[src/rtl/kpad_pkg.sv]
package kpad_pkg;
  typedef enum logic {
    SCAN_SETTLE = 1'b0,
    SCAN_HOLD   = 1'b1
  } scan_st_e;
endpackage

[src/rtl/kpad_row_walker.sv]
module kpad_row_walker #(
  parameter int ROWS   = 8,
  parameter int SETTLE = 4
) (
  input  logic                     clk,
  input  logic                     rst,
  input  logic                     col_any,
  output logic [$clog2(ROWS)-1:0]  row_idx,
  output logic [ROWS-1:0]          row_sel,
  output logic                     hit
);
  import kpad_pkg::*;

  localparam int ROW_W = $clog2(ROWS);
  localparam int CNT_W = (SETTLE > 1) ? $clog2(SETTLE) : 1;
  localparam logic [CNT_W-1:0] CNT_LAST = CNT_W'(SETTLE - 1);
  localparam logic [ROW_W-1:0] ROW_LAST = ROW_W'(ROWS - 1);

  scan_st_e         st;
  logic [CNT_W-1:0] cnt;
  logic             at_sample;

  assign at_sample = (st == SCAN_SETTLE) && (cnt == CNT_LAST);
  assign hit       = at_sample && col_any;

  always_ff @(posedge clk) begin
    if (rst) begin
      st      <= SCAN_SETTLE;
      cnt     <= '0;
      row_idx <= '0;
      row_sel <= ROWS'(1);
    end else begin
      case (st)
        SCAN_SETTLE: begin
          if (at_sample) begin
            cnt <= '0;
            if (col_any) begin
              st <= SCAN_HOLD;
            end else if (row_idx == ROW_LAST) begin
              row_idx <= '0;
              row_sel <= ROWS'(1);
            end else begin
              row_idx <= row_idx + 1'b1;
              row_sel <= row_sel << 1;
            end
          end else begin
            cnt <= cnt + 1'b1;
          end
        end
        SCAN_HOLD: begin
          if (!col_any) begin
            st      <= SCAN_SETTLE;
            cnt     <= '0;
            row_idx <= '0;
            row_sel <= ROWS'(1);
          end
        end
        default: st <= SCAN_SETTLE;
      endcase
    end
  end
endmodule

[src/rtl/kpad_col_encoder.sv]
module kpad_col_encoder #(
  parameter int COLS = 8
) (
  input  logic [COLS-1:0]          cols,
  output logic                     any,
  output logic [$clog2(COLS)-1:0]  col_idx
);
  localparam int COL_W = $clog2(COLS);

  assign any = |cols;

  always_comb begin
    col_idx = '0;
    for (int c = COLS - 1; c >= 0; c--) begin
      if (cols[c]) col_idx = COL_W'(c);
    end
  end
endmodule

[src/rtl/kpad_index_former.sv]
module kpad_index_former #(
  parameter int ROWS         = 8,
  parameter int COLS         = 8,
  parameter int OFFSET_SHIFT = 1
) (
  input  logic [$clog2(ROWS)-1:0]                     row,
  input  logic [$clog2(COLS)-1:0]                     col,
  output logic [$clog2(ROWS*COLS)-1:0]                index,
  output logic [$clog2(ROWS*COLS)+OFFSET_SHIFT-1:0]   offset
);
  localparam int IDX_W = $clog2(ROWS * COLS);

  assign index = IDX_W'(row) * IDX_W'(COLS) + IDX_W'(col);

  generate
    if (OFFSET_SHIFT == 0) begin : g_byte
      assign offset = index;
    end else begin : g_wide
      assign offset = {index, {OFFSET_SHIFT{1'b0}}};
    end
  endgenerate
endmodule

[src/rtl/kpad_scanner.sv]
module kpad_scanner #(
  parameter int ROWS         = 8,
  parameter int COLS         = 8,
  parameter int SETTLE       = 4,
  parameter int OFFSET_SHIFT = 1
) (
  input  logic                                        clk,
  input  logic                                        rst,
  input  logic [COLS-1:0]                             col_in,
  output logic [ROWS-1:0]                             row_sel,
  output logic                                        key_valid,
  output logic [$clog2(ROWS)-1:0]                     key_row,
  output logic [$clog2(COLS)-1:0]                     key_col,
  output logic [$clog2(ROWS*COLS)-1:0]                key_index,
  output logic [$clog2(ROWS*COLS)+OFFSET_SHIFT-1:0]   key_offset
);
  localparam int ROW_W = $clog2(ROWS);
  localparam int COL_W = $clog2(COLS);
  localparam int IDX_W = $clog2(ROWS * COLS);
  localparam int OFS_W = IDX_W + OFFSET_SHIFT;

  logic             col_any;
  logic [COL_W-1:0] col_idx;
  logic [ROW_W-1:0] row_idx;
  logic             hit;
  logic [IDX_W-1:0] idx_d;
  logic [OFS_W-1:0] ofs_d;

  kpad_col_encoder #(.COLS(COLS)) u_enc (
    .cols    (col_in),
    .any     (col_any),
    .col_idx (col_idx)
  );

  kpad_row_walker #(.ROWS(ROWS), .SETTLE(SETTLE)) u_walk (
    .clk     (clk),
    .rst     (rst),
    .col_any (col_any),
    .row_idx (row_idx),
    .row_sel (row_sel),
    .hit     (hit)
  );

  kpad_index_former #(.ROWS(ROWS), .COLS(COLS), .OFFSET_SHIFT(OFFSET_SHIFT)) u_idx (
    .row    (row_idx),
    .col    (col_idx),
    .index  (idx_d),
    .offset (ofs_d)
  );

  always_ff @(posedge clk) begin
    if (rst) begin
      key_valid  <= 1'b0;
      key_row    <= '0;
      key_col    <= '0;
      key_index  <= '0;
      key_offset <= '0;
    end else begin
      key_valid <= hit;
      if (hit) begin
        key_row    <= row_idx;
        key_col    <= col_idx;
        key_index  <= idx_d;
        key_offset <= ofs_d;
      end
    end
  end
endmodule

[config.mk]
export PLATFORM = sky130hd
export DESIGN_NAME = kpad_scanner
export DESIGN_NICKNAME = d
export VERILOG_FILES = /design/src/rtl/kpad_pkg.sv /design/src/rtl/kpad_row_walker.sv /design/src/rtl/kpad_col_encoder.sv /design/src/rtl/kpad_index_former.sv /design/src/rtl/kpad_scanner.sv
export SDC_FILE = /design/constraint.sdc
export NUM_CORES = 1
export LEC_CHECK = 0
export ABC_AREA = 1
export BUFFER_PORTS_ARGS = -buffer_cell sky130_fd_sc_hd__buf_4
export CAP_MARGIN = 10
export CORE_ASPECT_RATIO = 1.25
export CORE_UTILIZATION = 33
export DETAILED_ROUTE_END_ITERATION = 8
export PLACE_DENSITY_LB_ADDON = 0.12
export SLEW_MARGIN = 10
export SYNTH_ARGS = -nofsm -noshare
export SYNTH_HDL_FRONTEND = slang
export SYNTH_HIERARCHICAL = 1
export SYNTH_SLANG_ARGS = --single-unit
[constraint.sdc]
create_clock -name clk -period 1.3 [get_ports clk]
set_input_delay 0.195 -clock clk [delete_from_list [all_inputs] [get_ports clk]]
set_output_delay 0.195 -clock clk [all_outputs]
set_load 0.02 [all_outputs]
==> insert_results.sql, run 1 <==
INSERT INTO impl_metrics (metric_group, metric, value, unit) VALUES
('power_and_ir_drop', 'totalPowerFinal', '2.46', 'mW'),
('timing', 'setup_viol', '0', ''),
('worst_setup_path', 'worst_ep_arrival_time', '1.42', 'ns'),
('timing', 'achievable-frequency', '0.807', 'GHz'),
('floorplanning', 'floorplan.die_area', '5270', 'um^2'),
('timing', 'final.setup_skew', '0.00604', 'ns'),
('floorplanning', 'design.portCount', '38', ''),
('route', 'drc_errors', '0', ''),
('cts', 'ctsRootBufferMaster', 'sky130_fd_sc_hd__clkbuf_8', ''),
('floorplanning', 'initial_utilization', '34.5', '%'),
('cells_and_area', 'drive_gt1_share', '34.5', '%'),
('timing', 'post-route-worst-setup-slack', '0.0615', 'ns'),
('min_path', 'hp-class', 'input port to flop', ''),
('cells_and_area', 'antennaDiodeCount', '0', ''),
('worst_setup_path', 'setup.worst_path.start_class', 'input port', ''),
('cells_and_area', 'final_nets', '303', ''),
('outcome', 'run_status', 'complete, no violations', ''),
('worst_setup_path', 'critPathMaxStageDelay', '0.25', 'ns'),
('route', 'final_antenna_net_count', '0', ''),
('worst_setup_path', 'worstReg2RegStart', 'u_walk/cnt[1]', ''),
('route', 'postRouteWirelength', '3410', 'um'),
('floorplanning', 'die_h', '80.9', 'um'),
('synthesis', 'synthesis.area', '1650', 'um^2'),
('worst_setup_path', 'critical_path.slowest_cell', 'sky130_fd_sc_hd__or2_4', ''),
('cells_and_area', 'relative_area_change_from_synthesis_to_final_layout', '38.1', '%'),
('global_route', 'first_global_vias', '1287', ''),
('cts', 'clock_tree_from_tritoncts', 'yes', ''),
('timing', 'final-max-slew-violation-count', '0', ''),
('power_and_ir_drop', 'vdd_drop_max', '0.440', 'mV'),
('global_route', 'globalRouteOverflowTotal', '0', ''),
('synthesis', 'sequential_cell_area_fraction_in_the_yosys_report', '41.4', '%'),
('cells_and_area', 'stdcell_count', '350', ''),
('route', 'wl_per_cell', '9.75', 'um'),
('cts', 'hold_buffers', '0', ''),
('worst_setup_path', 'critical_path.endpoint_type', 'flop', ''),
('worst_setup_path', 'path_cells', 'buf_6, or2_4, nor3_4, nand2_2, nand2_4, nor2_4, buf_6, clkbuf_16, nor2_1, nor2_1', ''),
('power_and_ir_drop', 'power_density', '1080', 'nW/um^2'),
('timing', 'period_minus_slack', '1.24', 'ns'),
('power_and_ir_drop', 'pwr-share-seq', '47.5', '%'),
('worst_setup_path', 'kind_of_critical_path', 'input port to flop', ''),
('power_and_ir_drop', 'internal_power', '1.76', 'mW'),
('worst_setup_path', 'worst_reg2reg_path_depth', '5', ''),
('cts', 'cts_h_tree_lvls', '2', ''),
('placed_design', 'hpwlAfterDp', '2220', 'um'),
('global_route', 'grt_pass1_wl', '5390', 'um'),
('floorplanning', 'rows', '28', ''),
('route', 'drt_iter0_drc', '91', ''),
('floorplanning', 'die_width', '65.2', 'um'),
('placed_design', 'post_dp_cell_area', '1980', 'um^2'),
('cells_and_area', 'final_core_utilization', '47.7', '%'),
('worst_setup_path', 'timing.critical_path.fanout_max', '11', ''),
('min_path', 'holdCritStartpoint', 'rst', ''),
('floorplanning', 'design.core.area', '4760', 'um^2'),
('timing', 'final.period_utilization', '95.3', '%'),
('worst_setup_path', 'crit_required', '1.48', 'ns'),
('global_route', 'groute.usage.overall', '13.4', '%'),
('worst_setup_path', 'cp_top_family', 'simple AND/OR/NAND/NOR gates', ''),
('cts', 'clkSinkCount', '34', ''),
('timing', 'grt_setup_unrepaired', 'true', ''),
('cells_and_area', 'postLayoutCellArea', '2270', 'um^2'),
('min_path', 'whs_path_depth', '2', ''),
('power_and_ir_drop', 'power_switching_share', '28.2', '%'),
('synthesis', 'synth.lib_cells_used.distinct', '22', ''),
('power_and_ir_drop', 'power_frac_clock', '29.4', '%'),
('route', 'num_vias', '1478', ''),
('placed_design', 'placedCellCount', '338', ''),
('route', 'vias_per_cell', '4.22', ''),
('synthesis', 'synth.net_count', '260', ''),
('cells_and_area', 'n_fill_cell', '526', ''),
('worst_setup_path', 'worst-path-buf-inv', '3', ''),
('cts', 'cts_buffers', '5', '');
## worst max-delay path by stage
stage | from | end | slack (ns) | cells after the start
finish | col_in[6] | key_index[1] | 0.06 | 10
global route | u_walk/cnt[1] | u_walk/row_sel[6] | -0.04 | 5
CTS | u_walk/cnt[0] | key_row[1] | 0.02 | 7
detailed placement | col_in[6] | key_col[1] | -0.14 | 9
global placement | col_in[6] | key_row[1] | -0.12 | 10
floorplan | col_in[6] | key_col[0] | -0.02 | 9
## cells in the mapped netlist
library cell | n | area (um^2)
sky130_fd_sc_hd__or2_1 | 1 | 6.26
sky130_fd_sc_hd__nor3_2 | 1 | 10.0
sky130_fd_sc_hd__buf_6 | 3 | 33.8
sky130_fd_sc_hd__buf_2 | 2 | 10.0
sky130_fd_sc_hd__inv_2 | 1 | 3.75
sky130_fd_sc_hd__nand3_1 | 3 | 15.0
sky130_fd_sc_hd__nor2_1 | 55 | 206
sky130_fd_sc_hd__nand2_2 | 1 | 6.26
sky130_fd_sc_hd__ha_1 | 3 | 37.5
sky130_fd_sc_hd__nor3_1 | 1 | 5.00
sky130_fd_sc_hd__dfxtp_1 | 34 | 681
sky130_fd_sc_hd__o21ai_0 | 2 | 10.0
sky130_fd_sc_hd__buf_4 | 15 | 113
sky130_fd_sc_hd__a21oi_2 | 1 | 8.76
sky130_fd_sc_hd__a31oi_1 | 1 | 6.26
sky130_fd_sc_hd__nand4_1 | 2 | 12.5
sky130_fd_sc_hd__clkbuf_1 | 1 | 3.75
sky130_fd_sc_hd__o21ai_4 | 1 | 16.3
sky130_fd_sc_hd__inv_1 | 39 | 146
sky130_fd_sc_hd__conb_1 | 1 | 3.75
sky130_fd_sc_hd__nand2_1 | 68 | 255
sky130_fd_sc_hd__a21oi_1 | 11 | 55.1
## worst register-to-register path: cells and delay by family, from the launching register on
family,cells,cell delay [ns]
adder cells (fa/ha/maj),1,0.18
AO/OA/AOI/OAI,1,0.39
AND/OR/NAND/NOR,3,0.21
flip-flops,1,0.34
## kinds of logic after synthesis
| logic type | synth area share (%) |
|---|---|
| buffers and inverters | 18.9 |
| DFF | 41.4 |
| and+or+nand+nor | 31.4 |
| AOI/OAI and AO/OA | 5.86 |
| other | 0.228 |
| adders and majority gates | 2.28 |
## routing by layer
metal / wire length [um] / vias to the layer above / track usage (%)
met5: 0 / - / 0
li1: - / 798 / -
met3: 141 / 6 / 4.49
met2: 1730 / 24 / 22.8
met4: 60 / 0 / 5.87
met1: 1490 / 650 / 15.1
## sequential cells by signal, summed over array words and instances, names as in the netlist
| name | cells |
|---|---|
| u_walk/st | 1 |
| key_valid | 1 |
| key_col | 3 |
| u_walk/row_sel | 8 |
| key_index | 6 |
| u_walk/row_idx | 3 |
| key_offset | 7 |
| key_row | 3 |
| u_walk/cnt | 2 |
## per-stage QoR
| stage | setup TNS, ns | hold slack, ns |
|---|---|---|
| global placement | -3.18 | 0.419 |
| finish | 0 | 0.111 |
| CTS | 0 | 0.108 |
| detailed placement | -3.49 | 0.416 |
| global route | -0.195 | 0.108 |
| floorplan | -0.186 | 0.257 |
## cell usage in the layout, fill, tap and decap left out, drive strengths merged
cell	count
a21oi	12
a31oi	1
buf	54
clkbuf	10
conb	1
dfxtp	34
ha	3
inv	40
nand2	69
nand3	3
nand4	2
nor2	55
nor3	2
o21ai	3
or2	1
## power by group through the flow
stage	clock, mW	combinational (mW)	sequential, mW
final	0.721	0.569	1.17
after global routing	0.804	0.626	1.17
after CTS	0.754	0.468	1.15
after detailed placement	0	0.463	1.18
after global placement	0	0.459	1.18
after floorplan	0	0.233	1.23
## what timing repair did
action,CTS,global route
gates cloned,0,3
endpoints found under the setup margin,28,28
resized for setup,2,40
setup buffers,0,2
pin swaps,0,20
## cell type report
class / instances / area (um^2) / share of cell area [%]
well taps: 60 / 75.1 / 3.30
inverters: 40 / 150 / 6.61
repair buffers: 57 / 520 / 22.9
clock buffers: 7 / 76.3 / 3.36
multi-input cells: 152 / 766 / 33.7
flip-flops and latches: 34 / 684 / 30.1
No activity file was read; power rests on OpenSTA's default activity.
==> inputs of run 2 (changes only) <==
--- a/config.mk
+++ b/config.mk
@@ -6,11 +6,14 @@
 export NUM_CORES = 1
 export LEC_CHECK = 0
 export ABC_AREA = 1
+export ABC_CLOCK_PERIOD_IN_PS = 1300
 export BUFFER_PORTS_ARGS = -buffer_cell sky130_fd_sc_hd__buf_4
 export CAP_MARGIN = 10
 export CORE_ASPECT_RATIO = 1.25
 export CORE_UTILIZATION = 33
+export CTS_CLUSTER_SIZE = 16
 export DETAILED_ROUTE_END_ITERATION = 8
+export GPL_TIMING_DRIVEN = 0
 export PLACE_DENSITY_LB_ADDON = 0.12
 export SLEW_MARGIN = 10
 export SYNTH_ARGS = -nofsm -noshare
==> insert_results.sql, run 2 (same netlist as run 1, synthesis figures left out) <==
INSERT INTO impl_metrics (metric_group, metric, value, unit) VALUES
('outcome', 'run_status', 'complete, no violations', ''),
('cells_and_area', 'antennaDiodeCount', '0', ''),
('cells_and_area', 'final_core_utilization', '46.1', '%'),
('worst_setup_path', 'worst_reg2reg_path_depth', '5', ''),
('power_and_ir_drop', 'pwr-share-seq', '47.3', '%'),
('cells_and_area', 'max_flop_register', 'u_walk/row_sel', ''),
('floorplanning', 'floorplan.die_area', '5270', 'um^2'),
('timing', 'period_minus_slack', '1.24', 'ns'),
('power_and_ir_drop', 'power_density', '1120', 'nW/um^2'),
('timing', 'hold-worst-slack', '0.109', 'ns'),
('cells_and_area', 'postLayoutCellArea', '2190', 'um^2'),
('cts', 'worstSkewPairLatency', '0.28', 'ns'),
('min_path', 'holdCritStartpoint', 'rst', ''),
('route', 'first_pass_iters', '4', ''),
('power_and_ir_drop', 'totalPowerFinal', '2.45', 'mW'),
('cells_and_area', 'stdcell_count', '354', ''),
('cells_and_area', 'n_fill_cell', '523', ''),
('global_route', 'grt_pass1_wl', '5530', 'um'),
('floorplanning', 'die_h', '80.9', 'um'),
('cts', 'cts_buffers', '5', ''),
('worst_setup_path', 'worst_ep_arrival_time', '1.42', 'ns'),
('placed_design', 'pre_cts_slack', '-0.299', 'ns'),
('power_and_ir_drop', 'power.static_leakage', '1.09', 'nW'),
('worst_setup_path', 'worstReg2RegStart', 'u_walk/cnt[0]', ''),
('placed_design', 'post_dp_cell_area', '2000', 'um^2'),
('global_route', 'grt_start_max_net_pins', '11', ''),
('cts', 'ctsRootBufferMaster', 'sky130_fd_sc_hd__clkbuf_8', ''),
('cts', 'clk_pin_slew', '0.07', 'ns'),
('min_path', 'timing.hold.worst_endpoint', 'u_walk/row_idx[0]', ''),
('cells_and_area', 'layout.cells.most_common', 'sky130_fd_sc_hd__nand2_1', ''),
('global_route', 'globalRouteOverflowTotal', '0', ''),
('cells_and_area', 'multi_input_comb_area', '726', 'um^2'),
('floorplanning', 'design.core.area', '4760', 'um^2'),
('cts', 'cts_h_tree_lvls', '2', ''),
('timing', 'fin_setup_tns', '0', 'ns'),
('power_and_ir_drop', 'vdd_drop_max', '0.530', 'mV'),
('cells_and_area', 'largest_register_ffs', '8', ''),
('power_and_ir_drop', 'power.share.combinational', '20.6', '%'),
('min_path', 'whs_path_depth', '2', ''),
('timing', 'final.setup_skew', '0.00349', 'ns'),
('worst_setup_path', 'critical_r2r_capture', 'u_walk/row_idx[0]', ''),
('timing', 'grt_setup_unrepaired', 'true', ''),
('floorplanning', 'die_width', '65.2', 'um'),
('worst_setup_path', 'kind_of_critical_path', 'input port to flop', ''),
('global_route', 'antenna_found_initial', '0', ''),
('global_route', 'first_global_vias', '1355', ''),
('floorplanning', 'rows', '28', ''),
('worst_setup_path', 'crit_required', '1.48', 'ns'),
('route', 'drt_iter0_drc', '33', ''),
('placed_design', 'hpwlAfterDp', '2320', 'um'),
('placed_design', 'placedCellCount', '344', ''),
('cts', 'clock_tree_from_tritoncts', 'yes', ''),
('worst_setup_path', 'setup.worst_path.start_class', 'input port', ''),
('route', 'postRouteWirelength', '3220', 'um'),
('power_and_ir_drop', 'switchingPower', '0.680', 'mW'),
('placed_design', 'port_buffers', '37', ''),
('route', 'final_antenna_net_count', '0', ''),
('power_and_ir_drop', 'internal_power', '1.77', 'mW'),
('power_and_ir_drop', 'power_switching_share', '27.7', '%'),
('timing', 'final.period_utilization', '95.4', '%'),
('global_route', 'groute.usage.overall', '13.7', '%'),
('route', 'num_vias', '1448', ''),
('cts', 'clkSinkCount', '34', ''),
('floorplanning', 'design.portCount', '38', ''),
('floorplanning', 'initial_utilization', '34.5', '%'),
('route', 'wl_per_cell', '9.10', 'um'),
('power_and_ir_drop', 'power_frac_clock', '32.1', '%'),
('worst_setup_path', 'critical_path.endpoint_type', 'flop', ''),
('cells_and_area', 'final_cell_mix', '66 x sky130_fd_sc_hd__nand2_1, 53 x sky130_fd_sc_hd__buf_4, 47 x sky130_fd_sc_hd__nor2_1', ''),
('cells_and_area', 'seq_cell_area', '684', 'um^2'),
('min_path', 'hp-class', 'input port to flop', ''),
('route', 'drc_errors', '0', ''),
('timing', 'final_hold_viol_count', '0', ''),
('cells_and_area', 'relative_area_change_from_synthesis_to_final_layout', '33.4', '%'),
('cts', 'hold_buffers', '0', ''),
('route', 'vias_per_cell', '4.09', ''),
('run', 'max_cap_violations', '0', ''),
('placed_design', 'gpl.final_weighted_congestion', '0.732', ''),
('cts', 'clockBufferDepth', '2', ''),
('worst_setup_path', 'worst_r2r_setup_slack', '0.10', 'ns'),
('cells_and_area', 'biggestRegsByFlops', 'u_walk/row_sel x8, key_offset x7, key_index x6', ''),
('timing', 'setup_viol', '0', ''),
('cells_and_area', 'drive_gt1_share', '29.6', '%'),
('cells_and_area', 'final_nets', '306', ''),
('timing', 'achievable-frequency', '0.807', 'GHz'),
('worst_setup_path', 'timing.critical_path.fanout_max', '10', ''),
('timing', 'post-route-worst-setup-slack', '0.0602', 'ns'),
('timing', 'final-max-slew-violation-count', '0', '');
[run 2: cell count changes in the layout (fill, tap and decap cells not counted), moves of 3 or more]
cell	delta
sky130_fd_sc_hd__nor2_1	+3
sky130_fd_sc_hd__nor2_4	+4
sky130_fd_sc_hd__nand2_1	+14
sky130_fd_sc_hd__nand2_4	-3
sky130_fd_sc_hd__buf_4	+5
sky130_fd_sc_hd__clkbuf_16	-3
sky130_fd_sc_hd__nor2_2	-7
sky130_fd_sc_hd__nand2_2	-11
[run 2: power by group through the flow]
stage / sequential, mW / combinational (mW) / clock, mW
5_1_grt: 1.17 / 0.570 / 0.857
3_3_place_gp: 1.17 / 0.456 / 0
6_report: 1.16 / 0.505 / 0.787
3_5_place_dp: 1.17 / 0.459 / 0
2_1_floorplan: 1.23 / 0.233 / 0
4_1_cts: 1.15 / 0.477 / 0.828
[run 2: how the worst max path moves through the flow]
stage,from,to,slack (ns),cells after the start
finish,col_in[7],key_index[3],0.06,10
CTS,col_in[6],u_walk/row_sel[1],0.01,9
global route,col_in[7],key_row[1],-0.01,10
floorplan,col_in[6],key_col[0],-0.02,9
global placement,col_in[6],u_walk/row_sel[1],-0.30,9
detailed placement,col_in[6],key_index[4],-0.30,10
[run 2: final cells by class]
cell class              count  area share, %
plain buffers              21           8.10
clock buffers               7           3.93
clock inverters             1          0.228
inverters                  40           6.84
multi-input cells         152           33.1
flip-flops and latches     34           31.2
well taps                  60           3.42
repair buffers             39           13.2
[run 2: critical path, stage by stage]
cell                      delay (ns)
sky130_fd_sc_hd__buf_4          0.11
sky130_fd_sc_hd__or2_4          0.26
sky130_fd_sc_hd__nor3_4         0.18
sky130_fd_sc_hd__nand2_2        0.10
sky130_fd_sc_hd__nand2_2        0.10
sky130_fd_sc_hd__nor2_4         0.05
sky130_fd_sc_hd__buf_6          0.13
sky130_fd_sc_hd__buf_12         0.14
sky130_fd_sc_hd__nor2_1         0.10
sky130_fd_sc_hd__nor2_1         0.05
[run 2: per-layer routing]
layer	vias to the layer above	GRT usage (%)	routed length, um
met3	4	4.63	161
met5	-	0	0
met2	30	25.5	1540
li1	803	-	-
met1	611	14.1	1490
met4	0	5.22	37
[run 2: timing repair]
| action | 4_1_cts | 5_1_grt |
|---|---|---|
| resized for setup | 8 | 20 |
| endpoints found under the hold margin | 0 | 0 |
| gates cloned | 0 | 1 |
| pin swaps | 1 | 4 |
| buffers inserted | 0 | 1 |
| endpoints found under the setup margin | 28 | 30 |
==> inputs of run 3 (changes only) <==
--- a/config.mk
+++ b/config.mk
@@ -8,7 +8,6 @@
 export ABC_AREA = 1
 export ABC_CLOCK_PERIOD_IN_PS = 1300
 export BUFFER_PORTS_ARGS = -buffer_cell sky130_fd_sc_hd__buf_4
-export CAP_MARGIN = 10
 export CORE_ASPECT_RATIO = 1.25
 export CORE_UTILIZATION = 33
 export CTS_CLUSTER_SIZE = 16
@@ -18,5 +17,4 @@
 export SLEW_MARGIN = 10
 export SYNTH_ARGS = -nofsm -noshare
 export SYNTH_HDL_FRONTEND = slang
-export SYNTH_HIERARCHICAL = 1
 export SYNTH_SLANG_ARGS = --single-unit
==> insert_results.sql, run 3 <==
INSERT INTO impl_metrics (metric_group, metric, value, unit) VALUES
('run', 'max_cap_violations', '0', ''),
('min_path', 'timing.hold.worst_endpoint', 'u_walk.row_idx[1]', ''),
('route', 'num_vias', '998', ''),
('cts', 'worstSkewPairLatency', '0.30', 'ns'),
('global_route', 'globalRouteOverflowTotal', '0', ''),
('worst_setup_path', 'kind_of_critical_path', 'flop to flop', ''),
('floorplanning', 'design.portCount', '38', ''),
('synthesis', 'ys_top_cells_by_area', 'sky130_fd_sc_hd__dfxtp_1 39%, sky130_fd_sc_hd__buf_4 9.1%, sky130_fd_sc_hd__nand2_1 9.1%, sky130_fd_sc_hd__inv_1 7.0%, sky130_fd_sc_hd__nor2_1 6.3%', ''),
('worst_setup_path', 'cp_top_family', 'flip-flops', ''),
('route', 'postRouteWirelength', '2150', 'um'),
('route', 'first_pass_iters', '4', ''),
('cells_and_area', 'final_core_utilization', '50.1', '%'),
('timing', 'hold-worst-slack', '0.0755', 'ns'),
('cells_and_area', 'postLayoutCellArea', '1500', 'um^2'),
('global_route', 'first_global_vias', '967', ''),
('global_route', 'groute.usage.overall', '13.8', '%'),
('min_path', 'whs_path_depth', '2', ''),
('worst_setup_path', 'critical_path.slowest_cell', 'sky130_fd_sc_hd__dfxtp_4', ''),
('cells_and_area', 'stdcell_count', '221', ''),
('timing', 'final-max-slew-violation-count', '0', ''),
('synthesis', 'synthesis.area', '1070', 'um^2'),
('cts', 'cts_h_tree_lvls', '1', ''),
('outcome', 'run_status', 'complete, no violations', ''),
('cts', 'clk_pin_slew', '0.12', 'ns'),
('floorplanning', 'design.core.area', '3000', 'um^2'),
('worst_setup_path', 'worst-path-buf-inv', '2', ''),
('synthesis', 'synth.lib_cells_used.distinct', '23', ''),
('synthesis', 'synthesis.yosys.warnings', '0', ''),
('worst_setup_path', 'setup.worst_path.start_class', 'flop', ''),
('power_and_ir_drop', 'vdd_drop_max', '0.494', 'mV'),
('synthesis', 'synth-async-reset-ratio', '0', '%'),
('cells_and_area', 'layout.cells.most_common', 'sky130_fd_sc_hd__buf_4', ''),
('power_and_ir_drop', 'power.static_leakage', '0.761', 'nW'),
('timing', 'setup_viol', '0', ''),
('synthesis', 'synth_top_cell_area_share', '39.4', '%'),
('placed_design', 'hpwlAfterDp', '1600', 'um'),
('floorplanning', 'rows', '22', ''),
('floorplanning', 'floorplan.die_area', '3470', 'um^2'),
('placed_design', 'port_buffers', '36', ''),
('synthesis', 'synth_flop_cell', 'sky130_fd_sc_hd__dfxtp_1', ''),
('placed_design', 'placedCellCount', '213', ''),
('floorplanning', 'initial_utilization', '35.6', '%'),
('route', 'vias_per_cell', '4.52', ''),
('global_route', 'met2_track_utilization_from_global_routing', '26.6', '%'),
('cells_and_area', 'drive_gt1_share', '45.9', '%'),
('global_route', 'grt_pass1_wl', '3730', 'um'),
('cells_and_area', 'final_cell_mix', '53 x sky130_fd_sc_hd__buf_4, 26 x sky130_fd_sc_hd__nand2_1, 19 x sky130_fd_sc_hd__inv_1', ''),
('timing', 'final.setup_skew', '0.00505', 'ns'),
('placed_design', 'gpl.final_weighted_congestion', '0.775', ''),
('cells_and_area', 'final_nets', '199', ''),
('cells_and_area', 'max_flop_register', 'u_walk.row_sel', ''),
('timing', 'fin_setup_tns', '0', 'ns'),
('cts', 'clock_tree_from_tritoncts', 'yes', ''),
('worst_setup_path', 'critical_r2r_capture', 'u_walk.row_sel[7]', ''),
('worst_setup_path', 'crit_required', '1.50', 'ns'),
('synthesis', 'yosys_register_bits', '21', ''),
('timing', 'final.period_utilization', '94.9', '%'),
('synthesis', 'synthDominantAreaCellType', 'sky130_fd_sc_hd__dfxtp_1', ''),
('worst_setup_path', 'worst_r2r_setup_slack', '0.07', 'ns'),
('power_and_ir_drop', 'power_density', '964', 'nW/um^2'),
('floorplanning', 'die_h', '65.6', 'um'),
('route', 'drt_iter0_drc', '8', ''),
('placed_design', 'pre_cts_slack', '-0.168', 'ns'),
('timing', 'achievable-frequency', '0.811', 'GHz'),
('global_route', 'grt-busiest-layer', 'met2', ''),
('synthesis', 'synthesized_instance_count', '141', ''),
('route', 'final_antenna_net_count', '0', ''),
('worst_setup_path', 'critical_path.endpoint_type', 'flop', ''),
('worst_setup_path', 'worstReg2RegStart', 'u_walk.cnt[0]', ''),
('global_route', 'grt_start_max_net_pins', '12', ''),
('cells_and_area', 'antennaDiodeCount', '0', ''),
('cts', 'hold_buffers', '0', ''),
('worst_setup_path', 'timing.critical_path.fanout_max', '5', ''),
('worst_setup_path', 'path_cells', 'ha_4, nor2_4, inv_2, nand2_4, buf_4, nand2_1, o21ai_0, nor2_1', ''),
('timing', 'period_minus_slack', '1.23', 'ns'),
('synthesis', 'synth.net_count', '154', ''),
('worst_setup_path', 'worst_ep_arrival_time', '1.43', 'ns'),
('cts', 'ctsRootBufferMaster', 'sky130_fd_sc_hd__clkbuf_4', ''),
('global_route', 'grt_util_met3', '2.78', '%'),
('cells_and_area', 'relative_area_change_from_synthesis_to_final_layout', '40.8', '%'),
('cts', 'clockBufferDepth', '2', ''),
('placed_design', 'post_dp_cell_area', '1390', 'um^2'),
('global_route', 'antenna_found_initial', '0', ''),
('synthesis', 'ys_top_cells_by_count', '26 x sky130_fd_sc_hd__nand2_1, 21 x sky130_fd_sc_hd__dfxtp_1, 20 x sky130_fd_sc_hd__inv_1', ''),
('timing', 'post-route-worst-setup-slack', '0.0665', 'ns'),
('cells_and_area', 'biggestRegsByFlops', 'u_walk.row_sel x8, u_walk.row_idx x3', ''),
('cells_and_area', 'largest_register_ffs', '8', ''),
('synthesis', 'yosys.cell_count.top_type', 'sky130_fd_sc_hd__nand2_1', ''),
('power_and_ir_drop', 'totalPowerFinal', '1.45', 'mW'),
('synthesis', 'synth_area_per_inst', '7.57', 'um^2'),
('worst_setup_path', 'critPathMaxStageDelay', '0.37', 'ns'),
('global_route', 'global_routing_usage_on_met1', '14.4', '%'),
('timing', 'final_hold_viol_count', '0', ''),
('cts', 'clkSinkCount', '21', ''),
('floorplanning', 'die_width', '52.9', 'um'),
('synthesis', 'synth_edf_count', '0', ''),
('min_path', 'hp-class', 'input port to flop', ''),
('synthesis', 'sequential_cell_area_fraction_in_the_yosys_report', '39.4', '%'),
('cts', 'cts_buffers', '3', ''),
('route', 'wl_per_cell', '9.74', 'um'),
('cells_and_area', 'n_fill_cell', '322', ''),
('route', 'drc_errors', '0', ''),
('min_path', 'holdCritStartpoint', 'rst', ''),
('worst_setup_path', 'worst_reg2reg_path_depth', '8', '');
run 3: changes by cell type after synthesis, sizes merged, moves of 3 or more:
cell   change
a21oi      -6
buf        -6
dfxtp     -13
inv       -19
nand2     -42
nand3      +3
nor2      -35
o21ai     +12
run 3: power by group:
part / leakage, nW / switching [mW] / internal (mW)
Clock: 0.0150 / 0.190 / 0.119
Sequential: 0.172 / 0.0421 / 0.688
Combinational: 0.574 / 0.210 / 0.199
run 3: worst reg2reg max path, cell delays in order, from the launching register on:
cell and delay [ns]:
sky130_fd_sc_hd__dfxtp_4 0.37, sky130_fd_sc_hd__ha_4 0.17, sky130_fd_sc_hd__nor2_4 0.12, sky130_fd_sc_hd__inv_2 0.07, sky130_fd_sc_hd__nand2_4 0.10, sky130_fd_sc_hd__buf_4 0.14
sky130_fd_sc_hd__nand2_1 0.04, sky130_fd_sc_hd__o21ai_0 0.06, sky130_fd_sc_hd__nor2_1 0.06
run 3: repair_timing:
item / in CTS / in global routing
cloned: 0 / 0
gates resized for setup: 6 / 16
endpoints found under the hold margin: 0 / 0
buffers inserted: 2 / 2
pin swaps: 2 / 5
setup endpoints to repair: 12 / 17
run 3: worst max-delay path by stage:
stage / slack (ns) / start / end / cells after the start
floorplan: 0.05 / u_walk.cnt[0] / u_walk.row_idx[1] / 7
global placement: -0.13 / col_in[3] / u_walk.row_sel[4] / 7
detailed placement: -0.17 / col_in[3] / u_walk.row_sel[4] / 7
CTS: 0.02 / u_walk.cnt[0] / u_walk.row_sel[1] / 6
global route: -0.02 / u_walk.cnt[0] / u_walk.row_idx[2] / 7
finish: 0.07 / u_walk.cnt[0] / u_walk.row_sel[7] / 8
run 3: cells by family (layout without fill, tap and decap cells):
kind of cell	Yosys count	after routing	synth area share (%)
compound gates	23	23	14.8
fa+ha+maj	3	3	3.52
buf+inv	36	80	17.9
flops	21	21	39.4
other cells	1	1	0.351
simple gates	57	57	24.0
run 3: area by class of cell:
type / count / area (um^2) / area share (%)
buffer: 14 / 118 / 7.83
sequential: 21 / 429 / 28.6
inverter: 22 / 82.6 / 5.50
clock buffer: 4 / 26.3 / 1.75
multi-input combinational: 84 / 502 / 33.4
timing repair buffer: 40 / 300 / 20.0
tap: 36 / 45.0 / 3.00
run 3: routing by layer:
| layer | up-vias | wire length [um] |
|---|---|---|
| li1 | 519 | - |
| met1 | 451 | 878 |
| met2 | 28 | 1170 |
| met3 | 0 | 107 |
| met4 | 0 | 0 |
| met5 | - | 0 |
